--- src/rtl/irq_pkg.sv ---
package irq_pkg;
    localparam int ADDR_W       = 12;
    localparam int DATA_W       = 32;
    localparam int STRIDE_LOG2  = 4;
    localparam logic [ADDR_W-1:0] EOI_ADDR      = 12'h050;
    localparam logic [ADDR_W-1:0] DOORBELL_ADDR = 12'h054;
    localparam logic [ADDR_W-1:0] MSI_BASE      = 12'h100;
    localparam logic [ADDR_W-1:0] INTX_BASE     = 12'h180;
    localparam int EOI_MSI_OFS  = 4;

    typedef enum logic [1:0] {
        SUB_NONE   = 2'd0,
        SUB_STATUS = 2'd1,
        SUB_EN_SET = 2'd2,
        SUB_EN_CLR = 2'd3
    } sub_e;
endpackage

--- src/rtl/irq_group.sv ---
module irq_group #(
    parameter int WIDTH  = 4,
    parameter bit STICKY = 1'b1
) (
    input  logic             clk,
    input  logic             rst_n,
    input  logic [WIDTH-1:0] set_i,
    input  logic [WIDTH-1:0] clr_i,
    input  logic [WIDTH-1:0] en_set_i,
    input  logic [WIDTH-1:0] en_clr_i,
    input  logic             eoi_i,
    output logic [WIDTH-1:0] status_o,
    output logic [WIDTH-1:0] enable_o,
    output logic             line_o
);
    typedef struct packed {
        logic [WIDTH-1:0] status;
        logic [WIDTH-1:0] enable;
        logic             line;
    } grp_st_t;

    grp_st_t          s_d, s_q;
    logic [WIDTH-1:0] status_nx;

    generate
        if (STICKY) begin : g_sticky
            assign status_nx = (s_q.status & ~clr_i) | set_i;
        end else begin : g_level
            assign status_nx = set_i & ~clr_i;
        end
    endgenerate

    always_comb begin
        s_d        = s_q;
        s_d.status = status_nx;
        s_d.enable = (s_q.enable | en_set_i) & ~en_clr_i;
        if (eoi_i) begin
            s_d.line = 1'b0;
        end else if (|(s_q.status & s_q.enable)) begin
            s_d.line = 1'b1;
        end
    end

    always_ff @(posedge clk) begin
        if (!rst_n) s_q <= '0;
        else        s_q <= s_d;
    end

    assign status_o = s_q.status;
    assign enable_o = s_q.enable;
    assign line_o   = s_q.line;
endmodule

--- src/rtl/irq_block.sv ---
module irq_block #(
    parameter int NUM_GROUPS = 8,
    parameter int GROUP_BITS = 4,
    parameter int NUM_INTX   = 4
) (
    input  logic                         clk,
    input  logic                         rst_n,
    input  logic                         bus_valid,
    input  logic                         bus_write,
    input  logic [irq_pkg::ADDR_W-1:0]   bus_addr,
    input  logic [irq_pkg::DATA_W-1:0]   bus_wdata,
    output logic [irq_pkg::DATA_W-1:0]   bus_rdata,
    input  logic [NUM_INTX-1:0]          intx_in,
    output logic [NUM_GROUPS-1:0]        msi_line,
    output logic [NUM_INTX-1:0]          intx_line
);
    import irq_pkg::*;

    localparam int VECTORS = NUM_GROUPS * GROUP_BITS;
    localparam int GRP_W   = (NUM_GROUPS > 1) ? $clog2(NUM_GROUPS) : 1;
    localparam int BIT_W   = (GROUP_BITS > 1) ? $clog2(GROUP_BITS) : 1;
    localparam int INTX_W  = (NUM_INTX > 1) ? $clog2(NUM_INTX) : 1;
    localparam logic [ADDR_W-1:0] MSI_END  = MSI_BASE + ADDR_W'(NUM_GROUPS << STRIDE_LOG2);
    localparam logic [ADDR_W-1:0] INTX_END = INTX_BASE + ADDR_W'(NUM_INTX << STRIDE_LOG2);

    typedef struct packed {
        logic [DATA_W-1:0] rdata;
    } top_st_t;

    top_st_t s_d, s_q;

    logic [NUM_GROUPS-1:0][GROUP_BITS-1:0] dbell_set, msi_w1c, msi_ens, msi_enc;
    logic [NUM_GROUPS-1:0][GROUP_BITS-1:0] msi_stat, msi_en;
    logic [NUM_GROUPS-1:0]                 msi_eoi;
    logic [NUM_INTX-1:0]                   intx_ens, intx_enc, intx_eoi, intx_stat, intx_en;
    logic [NUM_GROUPS*GROUP_BITS-1:0]      msi_stat_flat, msi_en_flat;

    logic              wr, msi_hit, intx_hit;
    logic [ADDR_W-1:0] msi_off, intx_off;
    logic [GRP_W-1:0]  msi_idx;
    logic [INTX_W-1:0] intx_idx;
    sub_e              sub;

    always_comb begin
        wr       = bus_valid & bus_write;
        msi_off  = bus_addr - MSI_BASE;
        intx_off = bus_addr - INTX_BASE;
        msi_idx  = msi_off[STRIDE_LOG2 +: GRP_W];
        intx_idx = intx_off[STRIDE_LOG2 +: INTX_W];
        sub      = sub_e'(bus_addr[3:2]);
        msi_hit  = (bus_addr >= MSI_BASE) && (bus_addr < MSI_END) && (bus_addr[1:0] == 2'b00);
        intx_hit = (bus_addr >= INTX_BASE) && (bus_addr < INTX_END) && (bus_addr[1:0] == 2'b00);

        dbell_set = '0;
        msi_w1c   = '0;
        msi_ens   = '0;
        msi_enc   = '0;
        msi_eoi   = '0;
        intx_ens  = '0;
        intx_enc  = '0;
        intx_eoi  = '0;
        for (int g = 0; g < NUM_GROUPS; g++) begin
            if (wr && bus_addr == DOORBELL_ADDR && bus_wdata < DATA_W'(VECTORS)
                && bus_wdata[GRP_W-1:0] == GRP_W'(g))
                dbell_set[g][bus_wdata[GRP_W +: BIT_W]] = 1'b1;
            if (wr && msi_hit && msi_idx == GRP_W'(g)) begin
                if (sub == SUB_STATUS) msi_w1c[g] = bus_wdata[GROUP_BITS-1:0];
                if (sub == SUB_EN_SET) msi_ens[g] = bus_wdata[GROUP_BITS-1:0];
                if (sub == SUB_EN_CLR) msi_enc[g] = bus_wdata[GROUP_BITS-1:0];
            end
            msi_eoi[g] = wr && bus_addr == EOI_ADDR && bus_wdata == DATA_W'(g + EOI_MSI_OFS);
        end
        for (int i = 0; i < NUM_INTX; i++) begin
            if (wr && intx_hit && intx_idx == INTX_W'(i)) begin
                intx_ens[i] = (sub == SUB_EN_SET) && bus_wdata[0];
                intx_enc[i] = (sub == SUB_EN_CLR) && bus_wdata[0];
            end
            intx_eoi[i] = wr && bus_addr == EOI_ADDR && bus_wdata == DATA_W'(i);
        end
    end

    always_comb begin
        s_d = s_q;
        if (bus_valid && !bus_write) begin
            s_d.rdata = '0;
            if (msi_hit) begin
                case (sub)
                    SUB_STATUS:             s_d.rdata = DATA_W'(msi_stat[msi_idx]);
                    SUB_EN_SET, SUB_EN_CLR: s_d.rdata = DATA_W'(msi_en[msi_idx]);
                    default:                s_d.rdata = '0;
                endcase
            end else if (intx_hit) begin
                case (sub)
                    SUB_STATUS:             s_d.rdata = DATA_W'(intx_stat[intx_idx]);
                    SUB_EN_SET, SUB_EN_CLR: s_d.rdata = DATA_W'(intx_en[intx_idx]);
                    default:                s_d.rdata = '0;
                endcase
            end
        end
    end

    always_ff @(posedge clk) begin
        if (!rst_n) s_q <= '0;
        else        s_q <= s_d;
    end

    generate
        for (genvar g = 0; g < NUM_GROUPS; g++) begin : g_msi
            irq_group #(.WIDTH(GROUP_BITS), .STICKY(1'b1)) u_grp (
                .clk      (clk),
                .rst_n    (rst_n),
                .set_i    (dbell_set[g]),
                .clr_i    (msi_w1c[g]),
                .en_set_i (msi_ens[g]),
                .en_clr_i (msi_enc[g]),
                .eoi_i    (msi_eoi[g]),
                .status_o (msi_stat[g]),
                .enable_o (msi_en[g]),
                .line_o   (msi_line[g])
            );
        end
        for (genvar i = 0; i < NUM_INTX; i++) begin : g_intx
            irq_group #(.WIDTH(1), .STICKY(1'b0)) u_line (
                .clk      (clk),
                .rst_n    (rst_n),
                .set_i    (intx_in[i]),
                .clr_i    (1'b0),
                .en_set_i (intx_ens[i]),
                .en_clr_i (intx_enc[i]),
                .eoi_i    (intx_eoi[i]),
                .status_o (intx_stat[i]),
                .enable_o (intx_en[i]),
                .line_o   (intx_line[i])
            );
        end
    endgenerate

    assign msi_stat_flat = msi_stat;
    assign msi_en_flat   = msi_en;
    assign bus_rdata     = s_q.rdata;
endmodule

--- config.mk ---
export PLATFORM = sky130hd
export DESIGN_NAME = irq_block
export DESIGN_NICKNAME = d
export VERILOG_FILES = /design/src/rtl/irq_pkg.sv /design/src/rtl/irq_group.sv /design/src/rtl/irq_block.sv
export SDC_FILE = /design/constraint.sdc
export NUM_CORES = 1
export LEC_CHECK = 0
export BUFFER_PORTS_ARGS = -buffer_cell sky130_fd_sc_hd__buf_2
export CORE_ASPECT_RATIO = 0.5
export CORE_MARGIN = 4
export CORE_UTILIZATION = 35
export CTS_CLUSTER_DIAMETER = 100
export CTS_CLUSTER_SIZE = 28
export DETAILED_ROUTE_END_ITERATION = 12
export GPL_TIMING_DRIVEN = 0
export MAX_ROUTING_LAYER = met4
export SYNTH_ARGS = -nofsm -noshare
export SYNTH_HDL_FRONTEND = slang
export SYNTH_SLANG_ARGS = --single-unit
--- constraint.sdc ---
create_clock -name clk -period 3.1 [get_ports clk]
set_input_delay 0.465 -clock clk [delete_from_list [all_inputs] [get_ports clk]]
set_output_delay 0.465 -clock clk [all_outputs]
set_load 0.01 [all_outputs]
==> summary.md <==
| Metric | Value |
|---|---|
| DR iter-0 viols | 795 |
| Pwr dens | 412 nW/um^2 |
| Buffers on Ports | 62 |
| Number of max-cap violations | 0 |
| Final setup TNS | 0 ps |
| Compound-cell area share of the yosys netlist | 23.3% |
| Placeable core area | about 14,000 um^2 |
| Vias per inst | between 6 and 7 |
| Outcome | complete, no violations |
| Worst EP required | between 3000 and 4000 ps |
| Comb power frac | 10.7% |
| Placement row count | 30 |
| Die Y-Extent | between 90 and 100 um |
| Met1 wire length | 8.20 mm |
| Final Hold Viols | 0 |
| Worst-path fanout max | 10 |
| Antenna Cells | 0 |
| Starting Density | 36.4% |
| Quantity of hold-fixing buffers added after cts | 0 |
| Worst setup EP type | flip-flop |
| Antenna violations before repair | 0 |
| Post-Synth Adder-Cell Area | 0% |
| EDFF count, synth | 0 |
| Fmax | 406 MHz |
| Highest routed layer | met4 |
| Gr usage total | 23.1% |
| Top FF cell, synth | dfxtp_1 |
| Clk_lat worst skew | 350 ps |
| First-pass DRT Iterations | 5 |
| Synthesized instance count | 551 |
| Final Critical Period | approximately 2500 ps |
| Internal | 1.83 mW |
| Num CTS Buffers | 9 |
| Final ANT Viol Nets | 0 |
| Total congestion overflow | 0 |
| Die ar. | between 15,000 and 20,000 um^2 |
| CTS Buffer Depth | 2 |
| H-Tree Depth | 3 |
| DRC viols | 0 |
| Layout Utilization | 43.2% |
| CTS tree | yes |
| Sequential share of power | 46.2% |
| Hold Crit Class | in2reg |
| Area of the mapped netlist | 5010 um^2 |
| Boundary pin count | 96 |
| Post-synthesis xor/xnor area fraction | 0% |
| Clk pin slew, worst setup/hold paths | 60 ps |
| Post_cts resized | 0 |
| #FFs+latches synth | 88 |
| Finished Layout Cells | around 850 |
| Post-synth ARST share | 0% |
| Final Routed Wirelength | 18.4 mm |
| Layout cells sized above 1 | 25.2% |
| Mux contribution to synthesized area | 9.34% |
| Unique masters post-synth | 61 |
| GP Congestion | 0.968 |
| Rel. slew slack | between 30% and 40% |
| Leak | 2.18 nW |
| Routed wire per std cell | ~22 um |
| Worst EP arrival | 2680 ps |
| Worst vdd ir | 0.212 mV |
| Synth Warn # | 0 |
| Slew Limit Fails | 0 |
| Final #Nets | 703 |
| R2R depth | 4 |
| Root buffer cell | clkbuf_16 |
| RSZ-0062 raised after global routing | no |
| TritonCTS sink count | 88 |
| CP startpoint kind | primary input |
| # setup viols final | 0 |
| Tcrit/Tclk final | 79.5% |
| Largest net degree at the start of global routing | 14 |
| Critical Setup Path Class | in2reg |
| Main combinational cell family by area after synthesis | compound AO/OA/AOI/OAI gates |
| Hold Path Depth | 2 |
| Die Wd | 177 um |
| Syn-to-layout area delta | 18.7% |
| Final setup skew | around 4.2 ps |
| Design Power | 2.45 mW |
| HPWL Detailed | about 14 mm |
| Routed wl met2 | 7.32 mm |
| Via count | 5,160 |
| Sw power | 0.622 mW |
| Synth Area in Simple Gates | about a fifth |
| Vias in the first global route | 4,832 |
| Sequential area share after synthesis | 35.2% |
| Average size of a mapped cell | 9.09 um^2 |
| Cells after DPL | 832 |
| Met3 routed WL | 2.29 mm |
| Switching power share of the total | 25.4% |
| First-pass GRT wire length | approximately 28 mm |
| Clock group share of total power | 43.1% |
| Worst-Margin Slew | roughly 970 ps |
| Post-CTS Setup Inserts | 0 |
critical path, cell delays in order:
cell and delay, ps:
buf_2 140, clkbuf_1 580, nand4_1 320, clkbuf_1 310
clkbuf_1 300, o311ai_0 430, o31ai_1 130
metrics by stage:
stage	area [um^2]	worst slack [ps]	hold WS (ps)
detailed placement	5660	372	491
global placement	5660	301	479
finish	5950	635	320
global route	5950	474	321
CTS	5950	732	315
floorplan	5110	985	453
layout by cell type, fill, tap and decap left out, types with 3 or more instances in the layout:
cell        n
a211oi_1    3
nor3_1      3
conb_1     28
nor2_1     11
nor4_1     13
and2_1      5
mux2i_1     4
clkbuf_8    5
clkbuf_16   9
a31oi_1     6
or3_1      18
buf_4      42
buf_6       5
mux4_2     18
o311ai_0   14
and3_1      5
or4_1      22
a222oi_1    8
o41ai_1     4
o31ai_1    31
nand3_1    11
a41o_1      3
a21oi_1    48
nor2b_1     3
nand2b_1    5
nand4_1    13
clkbuf_1   35
o21ai_0    31
o211ai_1   17
buf_2      66
nand2_1    42
dfxtp_1    88
power groups by stage:
stage	clock [mW]	sequential (mW)	combinational, mW
2_1_floorplan	0	1.16	0.156
3_3_place_gp	0	1.16	0.250
3_5_place_dp	0	1.16	0.252
4_1_cts	1.07	1.13	0.253
5_1_grt	1.11	1.13	0.281
6_report	1.06	1.13	0.262
cell type report:
class,instances,area (um^2)
Tap cell,192,240
Inverter,2,7.51
Multi-Input combinational cell,399,2780
Fill cell,1393,7830
Clock inverter,2,12.5
Buffer,89,559
Sequential cell,88,1760
Timing Repair Buffer,62,310
Clock buffer,14,274
metal layers:
metal,vias to the layer above,track usage [%]
met5,-,-
met4,0,8.24
met3,52,5.87
met2,381,31.0
met1,2429,33.2
li1,2298,-
registers in the layout, summed over array words and instances, names as in the netlist:
name / count
g_intx.u_line.enable_o: 4
g_msi.u_grp.enable_o: 32
g_msi.u_grp.line_o: 8
g_intx.u_line.line_o: 4
g_intx.u_line.status_o: 4
bus_rdata: 4
g_msi.u_grp.status_o: 32
synthesized netlist by cell type, drive strengths merged, types with 3 or more instances:
| master | n | share of area, % |
|---|---|---|
| nor4 | 15 | 2.5 |
| a41o | 3 | 0.60 |
| o21ai | 31 | 3.1 |
| o311ai | 14 | 2.4 |
| nand3 | 11 | 1.1 |
| buf | 52 | 7.9 |
| dfxtp | 88 | 35 |
| o31ai | 32 | 4.9 |
| and2 | 5 | 0.62 |
| clkbuf | 37 | 3.3 |
| a211oi | 3 | 0.45 |
| a222oi | 8 | 1.6 |
| mux2i | 4 | 0.80 |
| and4 | 3 | 0.57 |
| nand4 | 14 | 1.9 |
| nand2 | 42 | 3.1 |
| or3 | 19 | 2.4 |
| or4 | 23 | 3.5 |
| nor3 | 3 | 0.30 |
| a21oi | 48 | 4.8 |
| o41ai | 4 | 0.70 |
| nor2b | 3 | 0.37 |
| nor2 | 11 | 0.82 |
| a31oi | 6 | 0.75 |
| mux4 | 18 | 8.1 |
| and3 | 5 | 0.62 |
| o211ai | 17 | 2.5 |
| nand2b | 5 | 0.62 |
kinds of logic (layout without fill, tap and decap cells):
family,count (synthesis),in the layout
compound gates,175,175
simple gates,172,172
buf+inv,91,169
flops,88,88
mux,24,24
other cells,1,28
worst paths after layout:
kind	to	slack, ps	startpoint
setup / recovery	g_msi[6].u_grp.status_o[3]$_SDFF_PN0_	640	bus_addr[6]
hold / removal	g_intx[2].u_line.status_o$_SDFF_PN0_	320	intx_in[2]
setup reg to reg	bus_rdata[0]$_SDFFE_PN0P_	1580	g_msi[2].u_grp.status_o[0]$_SDFF_PN0_
hold reg to reg	g_msi[4].u_grp.enable_o[3]$_SDFF_PN0_	500	g_msi[4].u_grp.enable_o[3]$_SDFF_PN0_
No activity file was read; power rests on OpenSTA's default activity.
